`src/rtl/nic_pkg.sv`:
```
package nic_pkg;
  // preemption group of an 8-bit urgency value
  function automatic logic [7:0] prio_group(input logic [7:0] value, input int pb);
    return value >> (8 - pb);
  endfunction

  // external execution priority from an extended group (top bit = idle)
  function automatic logic [8:0] group_to_prio(input logic [8:0] grp, input int pb);
    return grp << (8 - pb);
  endfunction
endpackage

```
`src/rtl/nic_prio_regs.sv`:
```
module nic_prio_regs #(
  parameter int NUM_LINES = 8,
  parameter int PRIO_BITS = 4,
  localparam int IDX_W = $clog2(NUM_LINES)
) (
  input  logic                                clk,
  input  logic                                rst_n,
  input  logic                                we,
  input  logic [IDX_W-1:0]                    idx,
  input  logic [7:0]                          wdata,
  output logic [NUM_LINES-1:0][PRIO_BITS-1:0] grp
);
  import nic_pkg::*;

  for (genvar g = 0; g < NUM_LINES; g++) begin : g_reg
    logic [7:0] value;
    logic [7:0] grp_full;
    always_ff @(posedge clk) begin
      if (!rst_n)                          value <= '0;
      else if (we && idx == IDX_W'(g))     value <= wdata;
    end
    assign grp_full = prio_group(value, PRIO_BITS);
    assign grp[g]   = grp_full[PRIO_BITS-1:0];
  end
endmodule

```
`src/rtl/nic_pending.sv`:
```
module nic_pending #(
  parameter int NUM_LINES = 8
) (
  input  logic                 clk,
  input  logic                 rst_n,
  input  logic [NUM_LINES-1:0] irq,
  input  logic [NUM_LINES-1:0] clr,
  output logic [NUM_LINES-1:0] pend
);
  logic [NUM_LINES-1:0] irq_q;
  logic [NUM_LINES-1:0] rise;

  assign rise = irq & ~irq_q;

  always_ff @(posedge clk) begin
    if (!rst_n) begin
      irq_q <= '0;
      pend  <= '0;
    end else begin
      irq_q <= irq;
      pend  <= (pend & ~clr) | rise;
    end
  end
endmodule

```
`src/rtl/nic_arbiter.sv`:
```
module nic_arbiter #(
  parameter int NUM_LINES = 8,
  parameter int PRIO_BITS = 4,
  localparam int IDX_W = $clog2(NUM_LINES)
) (
  input  logic [NUM_LINES-1:0]                pend,
  input  logic [NUM_LINES-1:0][PRIO_BITS-1:0] grp,
  input  logic [PRIO_BITS:0]                  exec_grp,
  output logic                                found,
  output logic [IDX_W-1:0]                    win_idx,
  output logic [PRIO_BITS-1:0]                win_grp
);
  logic [PRIO_BITS:0] best;

  // ascending scan with strict compare: lowest index wins a tie,
  // and nothing wins unless strictly below the execution group
  always_comb begin
    best    = exec_grp;
    found   = 1'b0;
    win_idx = '0;
    win_grp = '0;
    for (int i = 0; i < NUM_LINES; i++) begin
      if (pend[i] && {1'b0, grp[i]} < best) begin
        best    = {1'b0, grp[i]};
        found   = 1'b1;
        win_idx = IDX_W'(i);
        win_grp = grp[i];
      end
    end
  end
endmodule

```
`src/rtl/nic_stack.sv`:
```
module nic_stack #(
  parameter int PRIO_BITS = 4,
  localparam int DEPTH = 1 << PRIO_BITS,
  localparam int SW    = $clog2(DEPTH),
  localparam int CNT_W = $clog2(DEPTH + 1)
) (
  input  logic                 clk,
  input  logic                 rst_n,
  input  logic                 push,
  input  logic                 pop,
  input  logic [PRIO_BITS-1:0] push_grp,
  output logic [PRIO_BITS:0]   exec_grp,
  output logic [CNT_W-1:0]     depth
);
  logic [PRIO_BITS-1:0] stk [DEPTH];
  logic [CNT_W-1:0]     top_pos;

  assign top_pos  = depth - CNT_W'(1);
  assign exec_grp = (depth == '0) ? {1'b1, {PRIO_BITS{1'b0}}}
                                  : {1'b0, stk[SW'(top_pos)]};

  always_ff @(posedge clk) begin
    if (!rst_n) begin
      depth <= '0;
      for (int i = 0; i < DEPTH; i++) stk[i] <= '0;
    end else if (push && depth < CNT_W'(DEPTH)) begin
      stk[SW'(depth)] <= push_grp;
      depth           <= depth + CNT_W'(1);
    end else if (pop && depth != '0) begin
      depth <= top_pos;
    end
  end
endmodule

```
`src/rtl/nest_irq_ctrl.sv`:
```
module nest_irq_ctrl #(
  parameter int NUM_LINES = 8,
  parameter int PRIO_BITS = 4,
  localparam int IDX_W = $clog2(NUM_LINES),
  localparam int CNT_W = $clog2((1 << PRIO_BITS) + 1)
) (
  input  logic                 clk,
  input  logic                 rst_n,
  input  logic [NUM_LINES-1:0] irq_req,
  input  logic                 mask_all,
  input  logic                 prio_we,
  input  logic [IDX_W-1:0]     prio_idx,
  input  logic [7:0]           prio_wdata,
  input  logic                 handler_exit,
  output logic                 take_valid,
  output logic [IDX_W-1:0]     take_line,
  output logic [8:0]           exec_prio
);
  import nic_pkg::*;

  logic [NUM_LINES-1:0][PRIO_BITS-1:0] line_grp;
  logic [NUM_LINES-1:0] pend;
  logic [NUM_LINES-1:0] clr_vec;
  logic [PRIO_BITS:0]   exec_grp;
  logic [CNT_W-1:0]     stk_depth;
  logic                 found;
  logic [IDX_W-1:0]     win_idx;
  logic [PRIO_BITS-1:0] win_grp;
  // named events for the checker
  logic                 win_ok;
  logic                 do_pop;

  nic_prio_regs #(.NUM_LINES(NUM_LINES), .PRIO_BITS(PRIO_BITS)) u_regs (
    .clk(clk), .rst_n(rst_n), .we(prio_we), .idx(prio_idx),
    .wdata(prio_wdata), .grp(line_grp));

  nic_pending #(.NUM_LINES(NUM_LINES)) u_pend (
    .clk(clk), .rst_n(rst_n), .irq(irq_req), .clr(clr_vec), .pend(pend));

  nic_arbiter #(.NUM_LINES(NUM_LINES), .PRIO_BITS(PRIO_BITS)) u_arb (
    .pend(pend), .grp(line_grp), .exec_grp(exec_grp),
    .found(found), .win_idx(win_idx), .win_grp(win_grp));

  assign win_ok  = found && !mask_all && !handler_exit;
  assign do_pop  = handler_exit && stk_depth != '0;
  assign clr_vec = win_ok ? (NUM_LINES'(1) << win_idx) : '0;

  nic_stack #(.PRIO_BITS(PRIO_BITS)) u_stk (
    .clk(clk), .rst_n(rst_n), .push(win_ok), .pop(do_pop),
    .push_grp(win_grp), .exec_grp(exec_grp), .depth(stk_depth));

  assign exec_prio = group_to_prio(9'(exec_grp), PRIO_BITS);

  always_ff @(posedge clk) begin
    if (!rst_n) begin
      take_valid <= 1'b0;
      take_line  <= '0;
    end else begin
      take_valid <= win_ok;
      take_line  <= win_ok ? win_idx : take_line;
    end
  end
endmodule

```
`config.mk`:
```
export PLATFORM = sky130hd
export DESIGN_NAME = nest_irq_ctrl
export DESIGN_NICKNAME = d
export VERILOG_FILES = /design/src/rtl/nic_pkg.sv /design/src/rtl/nic_prio_regs.sv /design/src/rtl/nic_pending.sv /design/src/rtl/nic_arbiter.sv /design/src/rtl/nic_stack.sv /design/src/rtl/nest_irq_ctrl.sv
export SDC_FILE = /design/constraint.sdc
export NUM_CORES = 1
export LEC_CHECK = 0
export BUFFER_PORTS_ARGS = -buffer_cell sky130_fd_sc_hd__buf_4
export CAP_MARGIN = 30
export CORE_UTILIZATION = 56
export DETAILED_ROUTE_END_ITERATION = 6
export HOLD_SLACK_MARGIN = 0.08
export PLACE_DENSITY = 0.8
export SYNTH_ARGS = -nofsm -noshare
export SYNTH_HDL_FRONTEND = slang
export SYNTH_SLANG_ARGS = --single-unit
```
`constraint.sdc`:
```
create_clock -name clk -period 16.1 [get_ports clk]
set_input_delay 3.22 -clock clk [delete_from_list [all_inputs] [get_ports clk]]
set_output_delay 3.22 -clock clk [all_outputs]
set_load 0.03 [all_outputs]
```
==> flow_summary.toml <==
[global_routing]
antenna_found_initial = 0
busiest_layer = "met2"
grt_pass1_wl_um = 31460
grtUsageMet3 = 0.06250
grt_start_max_net_pins = 46
first_global_vias = 6083
met1_usage = 0.3801
grt_use_met2 = 0.4621
grt_usage = 0.2941
grt-ovfl-total = 0

[setup_path]
slowest_delay_ns = 0.48
endpoint_kind = "flop"
critPathMaxFanout = 22
startpoint_type = "flop"
critPathKind = "reg -> reg"
cpMostUsedCell = "ha_1"
worstPathArrival_ns = 15.72
cp.required_ns = 16.23
cpMaxStageDelayCell = "mux4_2"

[drt]
vias = 6148
ant_nets = 0
vias_per_cell = 6.472
drc = 0
finalWirelength_um = 20040
wl_per_cell_um = 21.10
drtIter0Drc = 671
drt_pass1_iterations = 5

[cts]
cts-htree-levels = 4
cts_num_sinks = 121
cts_tree = "done"
clk_pin_slew_ns = 0.05
clock-root-buffer = "clkbuf_16"
worstSkewPairLatency_ns = 0.43
hold_buffers = 0
cts-buffers-inserted = 17
cts.path.max_buffers = 2

[logic_synthesis]
synth_seq_cells = 121
synth-xor-area-share = 0.002172
muxShareOfSynthArea = 0.1330
ys_types = 91
synth_flop_cell = "edfxtp_1"
synth_compound_area_frac = 0.1458
synth_area_um2 = 7490
syn_inst = 723
synth-edff-count = 64
syn_avg_cell_area_um2 = 10.36
async_reset_ff_frac = 0
seq_area_frac_synth = 0.4090
synth_top_family_by_area = "simple AND/OR/NAND/NOR gates"
synthSimpleGateAreaFrac = 0.2252
yosys.area_share.adder = 0.03842
ys_warn_count = 0

[place]
place_hpwl_um = 13720
placed_area_um2 = 7845
gp_congestion = 0.9641
portBuffers = 28

[layout]
utilization = 0.6824
nFillCells = 932
multi_input_area_um2 = 4248
area.sequential_um2 = 3064
n_antenna_cell = 0
area_growth_pct = 16.86
drive_gt1_frac = 0.2558
final_cell_area_um2 = 8752
num-nets-final = 812

[die]
fp.dieH_um = 117.6
initial_core_util = 0.5840
ios = 37
coreArea_um2 = 12820
die_area_um2 = 13840
rows = 41
die_w_um = 117.6

[run_status]
status = "finished clean"

[hold_path]
hp-class = "reg -> reg"

[sta]
whs_ns = 0.4182
slew_headroom = 0.3486
tns_ns = 0
hold_viol_final = 0
finalSetupViolCount = 0
fin_crit_sh = 0.9685
clock.fmax_ghz = 0.06413
worstMarginPinSlew_ns = 0.9696
skew_ns = 0.007936
final_max_slew_viol_count = 0
fin_crit_ns = 15.59

[job]
maxCapViolations = 0
==> worst max-delay path, delay by kind of cell (launching register included) <==
family          cells  cell delay (ns)
simple gates       19             2.79
compound gates     32             6.31
flops               1             0.39
fa+ha+maj           9             2.40
buf+inv             9             1.26
mux                 6             2.09
==> cells in the mapped netlist, types with 10 or more instances <==
cell      count  share of area
nor3_1       24          0.016
nor2b_1      33          0.028
ha_1         23          0.038
mux2i_1      50          0.067
edfxtp_1     64           0.26
o21ai_0      19          0.013
nor3_2       15          0.020
and2_1       16          0.013
nand2b_1     13          0.011
clkbuf_1     21          0.011
a21oi_1      30          0.020
nor2_1       68          0.034
mux2_2       10          0.015
nand3_1      18          0.012
nand2_1      53          0.027
mux4_2       17          0.051
inv_1        26          0.013
dfxtp_1      57           0.15
==> what timing repair did <==
action | in CTS | in global routing
hold endpoints to repair | 0 | 0
buffers inserted | 3 | 12
resized for setup | 4 | 34
pin swaps | 1 | 8
endpoints found under the setup margin | 143 | 145
==> sequential cells by signal, summed over array words and instances (netlist names) <==
register / flops
u_stk.depth: 5
u_pend.irq_q: 8
u_regs.g.value: 32
u_stk.stk: 64
take_valid: 1
take_line: 3
u_pend.pend: 8
==> path summary, 6_finish.rpt <==
kind / slack [ns] / from / end / cells after the start
hold reg to reg: 0.42 / u_pend.irq_q[2] / u_pend.pend[2] / 1
setup reg to reg: 0.51 / u_stk.depth[1] / u_stk.stk[11][0] / 75
hold / removal: 0.42 / u_pend.irq_q[2] / u_pend.pend[2] / 1
setup / recovery: 0.51 / u_stk.depth[1] / u_stk.stk[11][0] / 75
==> routing by layer <==
layer | vias to the layer above | share of wire
met1 | 2943 | 0.40
met4 | 0 | 0.043
li1 | 2760 | -
met2 | 361 | 0.46
met3 | 84 | 0.090
met5 | - | 0
==> per-stage QoR <==
stage               cells  setup WS, ns
detailed placement    902       -0.5004
CTS                   937        0.1500
floorplan             726       0.08565
global route          950       -0.2812
global placement      902       -0.1213
finish                950        0.5064
==> cell families (layout without fill, tap and decap cells) <==
family | Yosys count | count (layout)
AOI/OAI and AO/OA | 138 | 138
xor gates and xnor gates | 1 | 1
buffers and inverters | 70 | 122
muxes | 77 | 77
adders and majority gates | 23 | 23
other | 1 | 4
and+or+nand+nor | 292 | 292
DFF | 121 | 121
==> cells in the final DEF, fill, tap and decap left out, drive strengths merged, types with 8 or more instances in the layout <==
| cell | netlist | final |
|---|---|---|
| nand3 | 27 | 27 |
| a21o | 8 | 8 |
| nor3 | 39 | 39 |
| dfxtp | 57 | 57 |
| mux2i | 50 | 50 |
| nor2 | 69 | 69 |
| edfxtp | 64 | 64 |
| and2 | 16 | 16 |
| mux4 | 17 | 17 |
| buf | 21 | 61 |
| nand2 | 54 | 54 |
| mux2 | 10 | 10 |
| nor2b | 33 | 33 |
| a21oi | 31 | 31 |
| clkbuf | 21 | 21 |
| ha | 23 | 23 |
| clkinv | 1 | 8 |
| nand2b | 13 | 13 |
| inv | 27 | 27 |
| a31oi | 8 | 8 |
| o21ai | 23 | 23 |
| nor3b | 8 | 8 |
==> area by class of cell <==
| type | count | share of cell area |
|---|---|---|
| Timing Repair Buffer | 62 | 0.05747 |
| Multi-Input combinational cell | 535 | 0.4853 |
| Clock buffer | 20 | 0.04989 |
| Clock inverter | 12 | 0.02044 |
| Tap cell | 172 | 0.02459 |
| Sequential cell | 121 | 0.3501 |
| Inverter | 28 | 0.01215 |
Power is not shown: default switching activity piles up to over one toggle a cycle in this logic, so the estimate is an artifact.
